### src/rtl/poll_pkg.sv
package poll_pkg;
  typedef enum logic [2:0] {
    ST_IDLE,
    ST_RD_A,
    ST_RD_B,
    ST_RC_A,
    ST_RC_B,
    ST_WR_RST
  } poll_state_e;

  localparam logic [1:0] RES_NONE  = 2'b00;
  localparam logic [1:0] RES_OK    = 2'b01;
  localparam logic [1:0] RES_FAIL  = 2'b10;
  localparam logic [1:0] RES_LIMIT = 2'b11;
endpackage

### src/rtl/poll_pair_cnt.sv
module poll_pair_cnt #(
  parameter int MAX_PAIRS = 64
) (
  input  logic clk,
  input  logic rst,
  input  logic clr,
  input  logic inc,
  output logic last
);
  localparam int CW = $clog2(MAX_PAIRS + 1);
  localparam logic [CW-1:0] LAST_VAL = CW'(MAX_PAIRS - 1);

  logic [CW-1:0] cnt;

  always_ff @(posedge clk) begin
    if (rst || clr) cnt <= '0;
    else if (inc)   cnt <= cnt + 1'b1;
  end

  // high when the pair now being judged is the final one allowed
  assign last = (cnt == LAST_VAL);
endmodule

### src/rtl/poll_status_cmp.sv
module poll_status_cmp #(
  parameter int DW      = 16,
  parameter int TOG_BIT = 6,
  parameter int TMO_BIT = 5
) (
  input  logic [DW-1:0] first_word,
  input  logic [DW-1:0] second_word,
  output logic          toggled,
  output logic          timed_out
);
  assign toggled   = first_word[TOG_BIT] ^ second_word[TOG_BIT];
  assign timed_out = second_word[TMO_BIT];
endmodule

### src/rtl/toggle_poller.sv
module toggle_poller #(
  parameter int           AW        = 20,
  parameter int           DW        = 16,
  parameter int           MAX_PAIRS = 64,
  parameter int           TOG_BIT   = 6,
  parameter int           TMO_BIT   = 5,
  parameter logic [7:0]   RESET_CMD = 8'hF0
) (
  input  logic          clk,
  input  logic          rst,
  input  logic          start_i,
  input  logic [AW-1:0] addr_i,
  output logic          busy_o,
  output logic          done_o,
  output logic [1:0]    result_o,
  output logic          bus_req_o,
  output logic          bus_we_o,
  output logic [AW-1:0] bus_addr_o,
  output logic [DW-1:0] bus_wdata_o,
  input  logic          bus_ready_i,
  input  logic [DW-1:0] bus_rdata_i
);
  import poll_pkg::*;

  localparam logic [DW-1:0] CMD_WORD = DW'(RESET_CMD);

  poll_state_e   state, nxt;
  logic [AW-1:0] addr_q;
  logic [DW-1:0] first_q;
  logic          req_q, we_q, done_q;
  logic [DW-1:0] wdata_q;
  logic [1:0]    res_q;

  logic          fin;
  logic [1:0]    fin_code;
  logic          cnt_clr, cnt_inc, cnt_last;
  logic          toggled, timed_out;
  logic          xfer;

  assign xfer = req_q & bus_ready_i;

  poll_status_cmp #(
    .DW(DW), .TOG_BIT(TOG_BIT), .TMO_BIT(TMO_BIT)
  ) u_cmp (
    .first_word (first_q),
    .second_word(bus_rdata_i),
    .toggled    (toggled),
    .timed_out  (timed_out)
  );

  poll_pair_cnt #(.MAX_PAIRS(MAX_PAIRS)) u_cnt (
    .clk (clk),
    .rst (rst),
    .clr (cnt_clr),
    .inc (cnt_inc),
    .last(cnt_last)
  );

  always_comb begin
    nxt      = state;
    fin      = 1'b0;
    fin_code = RES_NONE;
    cnt_clr  = 1'b0;
    cnt_inc  = 1'b0;
    unique case (state)
      ST_IDLE: if (start_i) begin
        nxt     = ST_RD_A;
        cnt_clr = 1'b1;
      end
      ST_RD_A: if (xfer) nxt = ST_RD_B;
      ST_RD_B: if (xfer) begin
        if (!toggled) begin
          fin = 1'b1; fin_code = RES_OK;
        end else if (timed_out) begin
          nxt = ST_RC_A;
        end else begin
          cnt_inc = 1'b1;
          if (cnt_last) begin
            fin = 1'b1; fin_code = RES_LIMIT;
          end else begin
            nxt = ST_RD_A;
          end
        end
      end
      ST_RC_A: if (xfer) nxt = ST_RC_B;
      ST_RC_B: if (xfer) begin
        if (!toggled) begin
          fin = 1'b1; fin_code = RES_OK;
        end else begin
          nxt = ST_WR_RST;
        end
      end
      ST_WR_RST: if (xfer) begin
        fin = 1'b1; fin_code = RES_FAIL;
      end
      default: nxt = ST_IDLE;
    endcase
    if (fin) nxt = ST_IDLE;
  end

  always_ff @(posedge clk) begin
    if (rst) begin
      state   <= ST_IDLE;
      addr_q  <= '0;
      first_q <= '0;
      req_q   <= 1'b0;
      we_q    <= 1'b0;
      wdata_q <= '0;
      done_q  <= 1'b0;
      res_q   <= RES_NONE;
    end else begin
      state   <= nxt;
      req_q   <= (nxt != ST_IDLE);
      we_q    <= (nxt == ST_WR_RST);
      wdata_q <= (nxt == ST_WR_RST) ? CMD_WORD : '0;
      done_q  <= fin;
      if (state == ST_IDLE && start_i) begin
        addr_q <= addr_i;
        res_q  <= RES_NONE;
      end
      if (fin) res_q <= fin_code;
      if (xfer && (state == ST_RD_A || state == ST_RC_A))
        first_q <= bus_rdata_i;
    end
  end

  assign busy_o      = (state != ST_IDLE);
  assign done_o      = done_q;
  assign result_o    = res_q;
  assign bus_req_o   = req_q;
  assign bus_we_o    = we_q;
  assign bus_addr_o  = addr_q;
  assign bus_wdata_o = wdata_q;
endmodule

### config.mk
export PLATFORM = sky130hd
export DESIGN_NAME = toggle_poller
export DESIGN_NICKNAME = d
export VERILOG_FILES = /design/src/rtl/poll_pkg.sv /design/src/rtl/poll_pair_cnt.sv /design/src/rtl/poll_status_cmp.sv /design/src/rtl/toggle_poller.sv
export SDC_FILE = /design/constraint.sdc
export NUM_CORES = 1
export LEC_CHECK = 0
export CAP_MARGIN = 0
export CORE_UTILIZATION = 40
export DETAILED_ROUTE_END_ITERATION = 10
export PLACE_DENSITY = 0.86
export SYNTH_ARGS = -nofsm -noshare
export SYNTH_HDL_FRONTEND = slang
export SYNTH_SLANG_ARGS = --single-unit
### constraint.sdc
create_clock -name clk -period 2.2 [get_ports clk]
set_input_delay 0.22 -clock clk [delete_from_list [all_inputs] [get_ports clk]]
set_output_delay 0.22 -clock clk [all_outputs]
set_load 0.01 [all_outputs]
### After elaboration in Yosys (flattened, before gate mapping)

Cells that the tools add are included.

* register bits: 58
* input bits: 40
* output and inout port bits: 42
* word-level logic and storage cells: 63

* $add $sub $neg: 1
* equality and inequality tests: 7
* mux-type cells: 36
* bitwise logic cells: 2
* reduce and logical (&&, ||, !) cells: 8

Operators with widths (number)
* 3-bit two-way mux: 10
* 3-bit case mux with 6 select lines: 1
* 1-bit two-way mux: 15
* 2-bit two-way mux: 7
* 3-bit equality test, second input constant: 3
* 8-bit two-way mux: 1
* 7-bit by 1-bit adder with 7-bit output, second input constant: 1
* 7-bit by 6-bit equality test with 1-bit output, second input constant: 1
* 3-bit by 2-bit equality test with 1-bit output, second input constant: 2
* 2-bit case mux with 3 select lines: 1
* 3-bit nonzero test: 2
* 3-bit by 1-bit equality test with 1-bit output, second input constant: 1
* 3-bit logical NOT: 1
* 1-bit case mux with 3 select lines: 1
* 1-bit logical AND: 2
* 1-bit logical OR: 2
* 2-bit nonzero test: 1
* 1-bit AND: 1
* 1-bit bitwise XOR: 1

### Longest topological paths before layout

* depth after elaboration: 9
* depth in mapped cells: 5
* gate-level depth less buffers: 5

### Cells and area by module

From an unflattened synthesis, not the netlist that was laid out.

* cell total of the unflattened synthesis: 274
* area, all modules: 2220.9 um2

By module, submodules not included
* toggle_poller: times used 1, cells each 237, area an instance 1895.6 um2, sequential area each 880.8 um2
* poll_pair_cnt: times used 1, cells each 35, area an instance 309.0 um2, sequential area each 140.1 um2
* poll_status_cmp: times used 1, cells each 2, area an instance 16.3 um2, sequential area each 0.0 um2

### Worst setup path after synthesis

No wires, ideal clock.

* path type: reg2reg
* from: reg state[2]
* to: reg req_q, in the netlist bus_req_o
* library setup time: 138 ps
* arrival: 1376 ps
* data required time: 2062 ps
* path slack: 686 ps
* cell stages (with the launch flop): 6
* path buffers: 1
* period minus slack after synthesis: 1514 ps
* cells stage by stage: dfxtp_1 > buf_2 > nor2b_1 > a2111o_1 > a22oi_1 > a221oi_1

* word-level cells in the longest chain between the ends: 7
* elaborated cells on any way between the ends: 19
* those cells by class: eq/ne: 5; mux: 12; reduce/logical: 2

Ends and longest elaborated chain
* from (decl): line toggle_poller.sv:27 `poll_state_e state, nxt;`
* from (signal assigned): line toggle_poller.sv:112 `state <= nxt;`
* 3-bit two-way mux: line toggle_poller.sv:78 `if (cnt_last) begin`
* 3-bit two-way mux: line toggle_poller.sv:74 `end else if (timed_out) begin`
* 3-bit two-way mux: line toggle_poller.sv:72 `if (!toggled) begin`
* 3-bit two-way mux: line toggle_poller.sv:71 `ST_RD_B: if (xfer) begin`
* 3-bit case mux with 6 select lines: line toggle_poller.sv:65 `unique case (state)`
* 3-bit two-way mux *: line toggle_poller.sv:98 `if (fin) nxt = ST_IDLE;`
* 3-bit nonzero test *: line toggle_poller.sv:113 `req_q <= (nxt != ST_IDLE);`
* to (signal assigned): line toggle_poller.sv:113
* to (decl): line toggle_poller.sv:30 `logic req_q, we_q, done_q;`

Mark *: on every way between the ends. The rest lies on a longest branch, timed or not.
A chain may end at the register's enable or synchronous reset.

### Final worst setup path

* from: reg state[2]
* to: out busy_o

* word-level cells in the longest chain between the ends: 1

Ends and longest elaborated chain
* 3-bit nonzero test: line toggle_poller.sv:127 `assign busy_o = (state != ST_IDLE);`
* to (decl): line toggle_poller.sv:13 `output logic busy_o,`

No other way between the ends.

==> metrics <==
outcome=finished, final reports clean; CTS sink count=36; vias=1,503; hpwl dp=2561 um; final hold vios=0; die width=66.43 um; clk_lat worst skew=0.29 ns; Post-synth EDFFs=0; cells along the critical path=or3_1 > clkdlybuf4s50_1; post-synth top area share=43.41%; Met2 Wirelength=1714 um; most numerous cell in the Yosys netlist=nand2_1; Setup crit end kind=output pin; clk root buf=clkbuf_8; mean area per synthesized cell=8.343 um^2; Final Instance Count excl. Fillers=300; Most used DFF post-synth=dfxtp_1; Net Sw Power=394.8 uW; most frequent cells after synthesis=nand2_1 (46), dfxtp_1 (36), a21oi_1 (28), buf_4 (16), nor2_1 (8); simple-gate area share of the yosys netlist=25.02%; number of top-level pins=82; Reg power frac=44.3%; total global-route track usage=16.73%; fin crit share=85.10%; cell taking the most area after synthesis=dfxtp_1; Clock Power Share=39.2%; Layout Nets=290; Core Box Area=4000 um^2; Layout Skew=0.01196 ns; yosys warns=0; final-report setup violation count=0; starting density of the core=41.51%; vias in the first global route=1,276; Lkg Pwr=0.0008499 uW; top sig layer=met4; Power Total=1622 uW; met3 WL=236 um; Critical Path Start Type=flip-flop; Yosys reg bits=36; largest family of logic cells by synthesized area=simple AND/OR/NAND/NOR gates; mux cell area share after synthesis=0.6029%; TritonRoute pass-1 iters=4; sequential element share of the synthesized area=43.41%; Post-CTS Setup Bufs=0; FP Rows=23; largest net degree at the start of global routing=24; cts hold-fix bufs=0; largest cells by area after synthesis=dfxtp_1 (43%), nand2_1 (10%), a21oi_1 (8.4%); worst r2r path cells=4; Peak VDD IR=568.7 uV; Post-Place Cells=292; Post-Synth Adder-Cell Area=0.7536%; # fillers=378; Max Cap Viol=0; Sum Neg Setup Slack=0 ns; placer congestion estimate=0.8367; max frequency=534.2 MHz; grt ovf=0; unrepaired setup endpoints after global routing=no; switch share=24.35%; crit path kind=flip-flop to output pin; total die area=4412 um^2; CTS H-tree depth=2; WP data arrival=1.65 ns; wl on met1=1580 um; Netlist cell types=42; pwr dens=703.2 nW/um^2; synthesized cell area=1660 um^2; first-pass GRT wire length=5644 um; WL/cell=11.99 um; Slew Limit Fails=0; internal power=1227 uW; Post-Synthesis Cells=199; layout cell share with drive strength beyond 1=7.200%; Compound-Gate Fraction of Synth Area=16.05%; final critical-path required period=1.872 ns; Worst Hold Class=flip-flop to flip-flop; Clock Tree Buf Depth=2; Routed Antenna Nets=0; Max FO, Critical Path=13; Num CTS Buffers=5; xor and xnor area share after synthesis=3.617%; ant diodes=0; PostCTS Resize Cnt=0; Crit path largest cell delay=0.48 ns; WHS Path Cells=2; Combinational Power Share=16.6%; final core occ=57.65%; initial antenna violation count=0; WL final=3598 um; I/O Buffers=55; share of flip-flops with an asynchronous set or reset=0%; area growth from synthesis to layout=38.88%; Residual DRC=0; critical path data required time=1.98 ns; Reg clk slew, reported paths=0.08 ns; Iteration-0 DRC Markers=94; DIE HEIGHT=66.43 um; TritonCTS clock tree=yes; slowest CP cell=clkdlybuf4s50_1; Via-to-Cell Ratio=5.010; hold slack=0.4537 ns
==> layout make-up <==
class                   count  area (um^2)  area share, %
inverters                   2        7.507         0.3256
clock inverters             1        30.03          1.302
flip-flops and latches     36        720.7          31.25
repair buffers             58        573.1          24.85
multi-input cells         146        815.8          35.38
clock buffers               7        96.34          4.178
well taps                  50        62.56          2.713
==> worst paths after layout <==
| check | start | to | slack (ns) |
|---|---|---|---|
| worst min register to register | bus_addr_o[9]$_SDFFE_PP0P_ | bus_addr_o[9]$_SDFFE_PP0P_ | 0.45 |
| worst max register to register | state[1]$_SDFF_PP0_ | u_cnt.cnt[5]$_SDFFE_PP0P_ | 0.36 |
| worst max-delay path | state[2]$_SDFF_PP0_ | busy_o | 0.33 |
| worst min-delay path | bus_addr_o[9]$_SDFFE_PP0P_ | bus_addr_o[9]$_SDFFE_PP0P_ | 0.45 |
==> layout by cell type (no fill, tap or decap), types with 2 or more instances in the layout <==
master and n:
o31ai_1 2, nand2_1 46, dfxtp_1 36, buf_4 3, clkdlybuf4s50_1 55, a21oi_1 28
and3_1 2, or3_1 3, xor2_1 2, o21ai_0 5, xnor2_1 3, a211o_1 2
conb_1 12, inv_1 2, clkbuf_8 7, nand4_1 3, nor2b_1 2, nor2_1 8
o211ai_1 2, nand3_1 4
==> layer usage <==
metal / GRT usage [%] / up-vias
met3: 5.345 / 10
li1: - / 753
met4: 7.181 / 0
met1: 20.82 / 685
met2: 26.28 / 55
met5: 0 / -
==> through the flow <==
step	worst slack [ns]	cell area (um^2)
2_1_floorplan	0.6857	1702
3_3_place_gp	0.2572	2180
3_5_place_dp	0.2203	2180
4_1_cts	0.3254	2306
5_1_grt	0.2551	2306
6_report	0.3279	2306
==> registers in the layout, summed over array words and instances (netlist names) <==
signal / cells
bus_req_o: 1
done_o: 1
bus_wdata_o: 1
result_o: 2
u_cnt.cnt: 7
state: 3
bus_addr_o: 20
first_q: 1
==> logic make-up (layout without fill, tap and decap cells) <==
| logic type | Yosys count | count (layout) |
|---|---|---|
| xor gates and xnor gates | 6 | 6 |
| AOI/OAI and AO/OA | 45 | 45 |
| and+or+nand+nor | 81 | 81 |
| adders and majority gates | 1 | 1 |
| other | 1 | 12 |
| muxes | 1 | 1 |
| DFF | 36 | 36 |
| buffers and inverters | 28 | 68 |
==> worst max-delay path, delay by kind of cell, from the launching register on <==
| family | cells | cell delay, ns |
|---|---|---|
| simple gates | 1 | 0.42 |
| flops | 1 | 0.46 |
| buf+inv | 1 | 0.48 |
==> power groups by stage <==
stage               registers (uW)  clock network, uW  logic [uW]
floorplan                      736                  0         140
global placement               730                  0         265
detailed placement             731                  0         268
CTS                            717                641         270
global route                   723                670         296
finish                         718                635         269
(Power assumes the default switching activity.)
